`config.mk`:
```
export PLATFORM = sky130hd
export DESIGN_NAME = irq_dispatch
export DESIGN_NICKNAME = d
export VERILOG_FILES = /design/src/rtl/irq_dispatch_pkg.sv /design/src/rtl/irq_regs.sv /design/src/rtl/irq_arbiter.sv /design/src/rtl/irq_halt_seq.sv /design/src/rtl/irq_dispatch.sv
export SDC_FILE = /design/constraint.sdc
export NUM_CORES = 1
export LEC_CHECK = 0
export ABC_AREA = 1
export BUFFER_PORTS_ARGS = -buffer_cell sky130_fd_sc_hd__buf_2
export CORE_ASPECT_RATIO = 1.2
export CORE_UTILIZATION = 40
export CTS_BUF_LIST = sky130_fd_sc_hd__clkbuf_4 sky130_fd_sc_hd__clkbuf_8
export DETAILED_ROUTE_END_ITERATION = 10
export PLACE_DENSITY = 0.72
export SYNTH_ARGS = -nofsm -noshare
export SYNTH_HDL_FRONTEND = slang
export SYNTH_SLANG_ARGS = --single-unit
```
`constraint.sdc`:
```
create_clock -name clk -period 1.4 [get_ports clk]
set_input_delay 0.14 -clock clk [delete_from_list [all_inputs] [get_ports clk]]
set_output_delay 0.14 -clock clk [all_outputs]
set_load 0.05 [all_outputs]
```
`src/rtl/irq_dispatch_pkg.sv`:
```
package irq_dispatch_pkg;
   localparam int unsigned IRQ_NSRC_DEF  = 5;
   localparam int unsigned IRQ_STEP_DEF  = 4;

   function automatic logic [15:0] irq_vec_at(input int unsigned base,
                                              input int unsigned stride,
                                              input int unsigned idx);
      return 16'(base + idx * stride);
   endfunction
endpackage

```
`src/rtl/irq_regs.sv`:
```
module irq_regs #(
   parameter int unsigned NSRC      = 5,
   parameter int unsigned AW        = 16,
   parameter int unsigned DW        = 8,
   parameter logic [15:0] FLAG_ADDR = 16'hFF0F,
   parameter logic [15:0] EN_ADDR   = 16'hFFFF
) (
   input  logic            clk,
   input  logic            rst_n,
   input  logic            wr,
   input  logic [AW-1:0]   addr,
   input  logic [DW-1:0]   wdata,
   input  logic [NSRC-1:0] src_pulse,
   input  logic [NSRC-1:0] clr_mask,
   output logic [DW-1:0]   rdata,
   output logic [NSRC-1:0] flags,
   output logic [NSRC-1:0] enables
);
   localparam int unsigned PAD = DW - NSRC;

   if (NSRC < 1 || NSRC >= DW) begin : g_bad_width
      $error("irq_regs: NSRC must be between 1 and DW-1");
   end

   logic hit_flag, hit_en;
   logic [NSRC-1:0] flag_base, flag_nxt;
   logic unused_hi;

   assign hit_flag  = (addr == AW'(FLAG_ADDR));
   assign hit_en    = (addr == AW'(EN_ADDR));
   assign unused_hi = ^wdata[DW-1:NSRC];

   // write first, then dispatch clear, then peripheral pulses win
   assign flag_base = (wr && hit_flag) ? wdata[NSRC-1:0] : flags;
   assign flag_nxt  = (flag_base & ~clr_mask) | src_pulse;

   always_ff @(posedge clk) begin
      if (!rst_n) begin
         flags   <= '0;
         enables <= '0;
      end else begin
         flags <= flag_nxt;
         if (wr && hit_en) enables <= wdata[NSRC-1:0];
      end
   end

   always_comb begin
      if (hit_flag)    rdata = {{PAD{1'b1}}, flags};
      else if (hit_en) rdata = {{PAD{1'b0}}, enables};
      else             rdata = '0;
   end

   // a pulse is never lost, whatever else happened that cycle
   a_r11_pulse_kept: assert property (@(posedge clk) disable iff (!rst_n)
      (|src_pulse) |=> ((flags & $past(src_pulse)) == $past(src_pulse)));
endmodule

```
`src/rtl/irq_arbiter.sv`:
```
module irq_arbiter #(
   parameter int unsigned NSRC       = 5,
   parameter int unsigned VAW        = 16,
   parameter int unsigned VEC_BASE   = 'h40,
   parameter int unsigned VEC_STRIDE = 8
) (
   input  logic [NSRC-1:0] pend,
   output logic [NSRC-1:0] grant,
   output logic            any,
   output logic [VAW-1:0]  vector
);
   if (VEC_STRIDE == 0) begin : g_bad_stride
      $error("irq_arbiter: VEC_STRIDE must be nonzero");
   end

   logic [NSRC:0] seen;
   logic [VAW-1:0] vec_term [NSRC];

   assign seen[0] = 1'b0;

   for (genvar i = 0; i < NSRC; i++) begin : g_chain
      assign grant[i]    = pend[i] & ~seen[i];
      assign seen[i+1]   = seen[i] | pend[i];
      assign vec_term[i] = grant[i] ? VAW'(irq_dispatch_pkg::irq_vec_at(VEC_BASE, VEC_STRIDE, i))
                                    : '0;
   end

   assign any = seen[NSRC];

   always_comb begin
      vector = '0;
      for (int k = 0; k < NSRC; k++) vector = vector | vec_term[k];
   end
endmodule

```
`src/rtl/irq_halt_seq.sv`:
```
module irq_halt_seq #(
   parameter int unsigned STEP = 4
) (
   input  logic clk,
   input  logic rst_n,
   input  logic halt_req,
   input  logic step_done,
   input  logic pend_any,
   output logic halted,
   output logic idle_step,
   output logic chk,
   output logic wake
);
   localparam int unsigned CW = (STEP > 2) ? $clog2(STEP) : 1;
   localparam logic [CW-1:0] LAST = CW'(STEP - 1);

   if (STEP < 2) begin : g_bad_step
      $error("irq_halt_seq: STEP must be at least 2");
   end

   logic [CW-1:0] cnt;

   assign idle_step = halted && (cnt == LAST);
   assign chk       = halted ? idle_step : step_done;
   assign wake      = idle_step && pend_any;

   always_ff @(posedge clk) begin
      if (!rst_n) begin
         halted <= 1'b0;
         cnt    <= '0;
      end else if (!halted) begin
         if (halt_req) begin
            halted <= 1'b1;
            cnt    <= '0;
         end
      end else if (idle_step) begin
         cnt <= '0;
         if (pend_any) halted <= 1'b0;
      end else begin
         cnt <= cnt + 1'b1;
      end
   end

   // idle steps are separated by at least one clock
   a_r8_idle_spacing: assert property (@(posedge clk) disable iff (!rst_n)
      idle_step |=> !idle_step);
   // a pending source at the end of an idle step ends the halt
   a_r9_wake_leaves: assert property (@(posedge clk) disable iff (!rst_n)
      (idle_step && pend_any) |=> !halted);
endmodule

```
`src/rtl/irq_dispatch.sv`:
```
module irq_dispatch
   import irq_dispatch_pkg::*;
#(
   parameter int unsigned NSRC       = IRQ_NSRC_DEF,
   parameter int unsigned AW         = 16,
   parameter int unsigned DW         = 8,
   parameter logic [15:0] FLAG_ADDR  = 16'hFF0F,
   parameter logic [15:0] EN_ADDR    = 16'hFFFF,
   parameter int unsigned VEC_BASE   = 'h40,
   parameter int unsigned VEC_STRIDE = 8,
   parameter int unsigned HALT_STEP  = IRQ_STEP_DEF
) (
   input  logic            clk,
   input  logic            rst_n,
   input  logic            reg_wr,
   input  logic [AW-1:0]   reg_addr,
   input  logic [DW-1:0]   reg_wdata,
   output logic [DW-1:0]   reg_rdata,
   input  logic [NSRC-1:0] src_pulse,
   input  logic            ime_set,
   input  logic            ime_clr,
   output logic            ime,
   input  logic            step_done,
   input  logic            halt_req,
   output logic            halted,
   output logic            fetch_en,
   output logic            idle_step,
   output logic            disp_valid,
   output logic [AW-1:0]   disp_vector,
   output logic            wake_no_ime
);
   logic [NSRC-1:0] flags, enables, pend, grant, clr_mask;
   logic            any, chk, wake, dispatch;
   logic [AW-1:0]   vec_w;
   logic            ime_q, disp_q, wake_ni_q;
   logic [AW-1:0]   vec_q;

   assign pend     = flags & enables;
   assign dispatch = chk & ime_q & any;
   assign clr_mask = dispatch ? grant : '0;

   irq_regs #(
      .NSRC(NSRC), .AW(AW), .DW(DW), .FLAG_ADDR(FLAG_ADDR), .EN_ADDR(EN_ADDR)
   ) u_regs (
      .clk(clk), .rst_n(rst_n), .wr(reg_wr), .addr(reg_addr), .wdata(reg_wdata),
      .src_pulse(src_pulse), .clr_mask(clr_mask), .rdata(reg_rdata),
      .flags(flags), .enables(enables)
   );

   irq_arbiter #(
      .NSRC(NSRC), .VAW(AW), .VEC_BASE(VEC_BASE), .VEC_STRIDE(VEC_STRIDE)
   ) u_arb (
      .pend(pend), .grant(grant), .any(any), .vector(vec_w)
   );

   irq_halt_seq #(.STEP(HALT_STEP)) u_halt (
      .clk(clk), .rst_n(rst_n), .halt_req(halt_req), .step_done(step_done),
      .pend_any(any), .halted(halted), .idle_step(idle_step), .chk(chk),
      .wake(wake)
   );

   always_ff @(posedge clk) begin
      if (!rst_n) begin
         ime_q     <= 1'b0;
         disp_q    <= 1'b0;
         vec_q     <= '0;
         wake_ni_q <= 1'b0;
      end else begin
         if (dispatch)     ime_q <= 1'b0;
         else if (ime_set) ime_q <= 1'b1;
         else if (ime_clr) ime_q <= 1'b0;
         disp_q    <= dispatch;
         if (dispatch) vec_q <= vec_w;
         wake_ni_q <= wake & ~ime_q;
      end
   end

   assign ime         = ime_q;
   assign fetch_en    = ~halted;
   assign disp_valid  = disp_q;
   assign disp_vector = vec_q;
   assign wake_no_ime = wake_ni_q;

   // the master enable is down whenever a dispatch is presented
   a_r7_ime_drop: assert property (@(posedge clk) disable iff (!rst_n)
      disp_valid |-> !ime);
   // a dispatch only follows a cycle with the master enable set
   a_r5_needs_ime: assert property (@(posedge clk) disable iff (!rst_n)
      disp_valid |-> $past(ime));
   // the arbiter never grants more than one source
   a_r4_one_grant: assert property (@(posedge clk) disable iff (!rst_n)
      $onehot0(grant));
   // a grant always points at a requested-and-enabled source
   a_r4_grant_pending: assert property (@(posedge clk) disable iff (!rst_n)
      (grant & ~pend) == '0);
endmodule

```
==> tab_implementation.tex <==
\begin{tabular}{lr}
\hline
Metric & Value \\
\hline
\multicolumn{2}{l}{\textbf{Placement}} \\
Routability congestion estimate & 0.858 \\
Cell area after placement & 1480 um2 \\
Number of placed instances with taps included & 259 \\
HPWL Detailed & 2.05 mm \\
Worst slack at placement & 0.0772 ns \\
IO buf count & 50 \\
\multicolumn{2}{l}{\textbf{Floorplanning}} \\
Core Area & 2860 um2 \\
X dimension of the die & 52.7 um \\
I/O pin cnt & 66 \\
Floorplan row count & 21 \\
Area of the die & 3310 um2 \\
Die boundary height & 62.8 um \\
Effective utilization at floorplan & 43.0\% \\
\multicolumn{2}{l}{\textbf{STA}} \\
Endpoints failing setup & 0 \\
Shortest period the worst path allows & 1.32 ns \\
Final Max Slew Viols & 0 \\
RSZ-0062 raised after global routing & no \\
Setup skew after layout & 0.00365 ns \\
Highest clock rate & 759 MHz \\
Hold Fails Final Rpt & 0 \\
Worst hold slack after final layout & 0.0654 ns \\
Final setup margin & 0.0819 ns \\
Portion of the clock cycle consumed by the worst path in the final layout & 94.2\% \\
\multicolumn{2}{l}{\textbf{Finish}} \\
Non-filler cells in the finished layout & 263 \\
Nets@finish & 267 \\
Fraction of final layout cells with drive strength greater than 1 & 38.0\% \\
Post-route design area & 1540 um2 \\
Diodes inserted & 0 \\
Synth-to-layout area growth & 24.8\% \\
Commonest cells after routing, fill and taps aside & buf\_2 (47), nand2\_1 (41), nor2\_1 (18), dfxtp\_1 (18), inv\_1 (15) \\
Commonest non-fill, non-tap cell in the layout & buf\_2 \\
\multicolumn{2}{l}{\textbf{Global route}} \\
Via count of the first global-routing pass & 1111 \\
Leftover overflow at the end of global routing & 0 \\
Largest net degree at the start of global routing & 15 \\
Global-route wire length before repair & 4.37 mm \\
Number of antenna violations at the first check in global routing & 0 \\
Total GRT Usage & 17.1\% \\
\multicolumn{2}{l}{\textbf{Clock network}} \\
CTS max path bufs & 2 \\
Clock-pin transition on the worst setup and hold timing paths & 0.11 ns \\
Root Driver & clkbuf\_4 \\
Post-CTS setup buffer count & 0 \\
Worst-skew pair later-pin latency & 0.30 ns \\
Number of clock sinks & 20 \\
Clock buffer count from CTS & 3 \\
Maximum level of the CTS H-tree & 1 \\
Clock tree from TritonCTS & built \\
\# hold bufs at CTS & 0 \\
\multicolumn{2}{l}{\textbf{Worst setup path}} \\
Critical path launch point & reg\_addr[6] \\
Required time at the worst-slack endpoint & 1.26 ns \\
Crit-path max FO & 4 \\
Element type at the critical path start & input port \\
Startpoint of the worst-slack reg-to-reg timing path & u\_halt.cnt[1] \\
Endpoint type of the worst setup path & output port \\
Arrival time at the worst endpoint & 1.18 ns \\
Critical R2R Capture & u\_regs.flags[0] \\
Worst R2R Path Depth & 8 \\
Slack of the worst reg-to-reg path & 0.15 ns \\
Start-to-end type of the worst setup path & input port to output port \\
\multicolumn{2}{l}{\textbf{Pwr}} \\
Fraction of power consumed by the clock network & 28.7\% \\
Static leakage power & 0.882 nW \\
Power dissipated by switching net loads & 0.000346 W \\
Power density normalized to cell area & 750 nW/um2 \\
Combinational cell fraction of total power & 19.2\% \\
Internal Pwr Total & 0.000808 W \\
IR drop worst, VDD & 0.000623 V \\
Sw frac & 30.0\% \\
Sequential cell fraction of total power & 52.1\% \\
\multicolumn{2}{l}{\textbf{Hold path}} \\
Hold crit path type & input port to register \\
Hold path endpoint & u\_regs.flags[3] \\
Start point of the worst min-delay path & src\_pulse[3] \\
Number of cells on the worst hold path & 3 \\
\multicolumn{2}{l}{\textbf{Synthesis}} \\
Synthesis warning total & 0 \\
Share of the yosys chip area belonging to registers & 32.5\% \\
Cell count after synthesis & 177 \\
Post-synth design cell area & 1230 um2 \\
Netlist cell types & 26 \\
Flip-flop and latch count after synthesis & 20 \\
Mapped Avg Cell Area & 6.96 um2 \\
\multicolumn{2}{l}{\textbf{Route}} \\
First-pass iteration count of the detailed router & 4 \\
Number of DRC violations after detailed-routing iteration 0 & 14 \\
Drc violations & 0 \\
Average wire length per cell after detail routing & 9.41 um \\
Number of nets still failing antenna checks after routing & 0 \\
Number of vias after detailed routing & 1220 \\
Total Routed Length & 2.48 mm \\
Per-cell via count in the routed design & 4.64 \\
\multicolumn{2}{l}{\textbf{Flow run}} \\
Max-Cap Viols & 0 \\
\multicolumn{2}{l}{\textbf{Outcome}} \\
Result of the run & finished clean \\
\hline
\end{tabular}
[repair_timing]
item / CTS / global route
pin swaps: 0 / 1
resized for setup: 1 / 6
setup endpoints to repair: 1 / 9
cloned: 0 / 0
[critical path, stage by stage]
cell and delay (ns):
buf_2 0.10, nor2_1 0.09, nand2_1 0.09, nor2_4 0.13
nand2_1 0.11, inv_2 0.10, nand2_1 0.05, o21ai_1 0.08
buf_2 0.28
[how the worst max path moves through the flow]
stage | depth (start not counted) | slack (ns) | to
5_1_grt | 4 | 0.003 | idle_step
2_1_floorplan | 6 | -0.07 | reg_rdata[0]
6_report | 9 | 0.08 | reg_rdata[0]
3_3_place_gp | 9 | 0.08 | reg_rdata[0]
3_5_place_dp | 10 | 0.08 | reg_rdata[3]
4_1_cts | 4 | 0.06 | idle_step
[Yosys cell counts]
cell      instances  area [um2]
inv_4             2        12.5
a21oi_1          11        55.1
nand2_1          41         154
nand4_4           1        21.3
ha_1              1        12.5
nand2_4           1        11.3
dfxtp_1          20         400
nor2_4            1        11.3
conb_1            1        3.75
inv_2             8        30.0
nand3_4           1        17.5
nand3_1           6        30.0
nor2_1           18        67.6
o21ai_1          11        55.1
inv_1            15        56.3
nand2_2           3        18.8
nor3_1            2        10.0
nor2_2            6        37.5
a22o_1            1        8.76
nand4_1           6        37.5
buf_4            15         113
nand3_2           1        10.0
nor2_8            2        40.0
a21boi_2          1        11.3
clkbuf_1          1        3.75
clkinv_1          1        3.75
[per-stage QoR]
stage / TNS, ns / total power [W] / util, %
after floorplan: -0.267 / 0.000789 / -
after global placement: 0 / 0.000831 / 51.6
after detailed placement: 0 / 0.000833 / 51.6
after CTS: 0 / 0.00117 / 52.9
after global routing: 0 / 0.00122 / 53.7
final: 0 / 0.00115 / 53.7
[kinds of logic (layout without fill, tap and decap cells)]
group	Yosys count	after routing	synth area share [%]
and+or+nand+nor	89	89	37.9
buffers and inverters	42	83	17.8
AOI/OAI and AO/OA	24	24	10.6
DFF	20	20	32.5
adders and majority gates	1	1	1.02
other	1	12	0.304
[layer usage]
layer	wire (um)	vias to the layer above	part of all wire, %	track usage (%)
met4	63	0	2.5	7.57
met1	1080	534	44	21.3
li1	-	643	-	-
met2	1220	35	49	28.2
met3	108	8	4.4	2.43
met5	0	-	0	0
[flip-flops by register name (all words and copies together), names as in the netlist]
signal	flops
u_halt.halted	1
ime	1
wake_no_ime	1
u_regs.flags	5
u_regs.enables	5
u_halt.cnt	2
disp_valid	1
disp_vector	4
[cell type report]
class,count,area [um2]
clock buffer,4,36.3
fill,293,1330
inverter,26,105
multi-input combinational,126,667
sequential,20,403
tap,34,42.5
timing repair buffer,53,284
[power by group through the flow]
stage / registers, W / clock network [W] / logic [W]
2_1_floorplan: 0.000625 / 0 / 0.000164
3_3_place_gp: 0.000614 / 0 / 0.000218
3_5_place_dp: 0.000613 / 0 / 0.000220
4_1_cts: 0.000601 / 0.000346 / 0.000220
5_1_grt: 0.000605 / 0.000376 / 0.000242
6_report: 0.000601 / 0.000331 / 0.000222
Note: power is estimated with default switching activity, not from simulation.
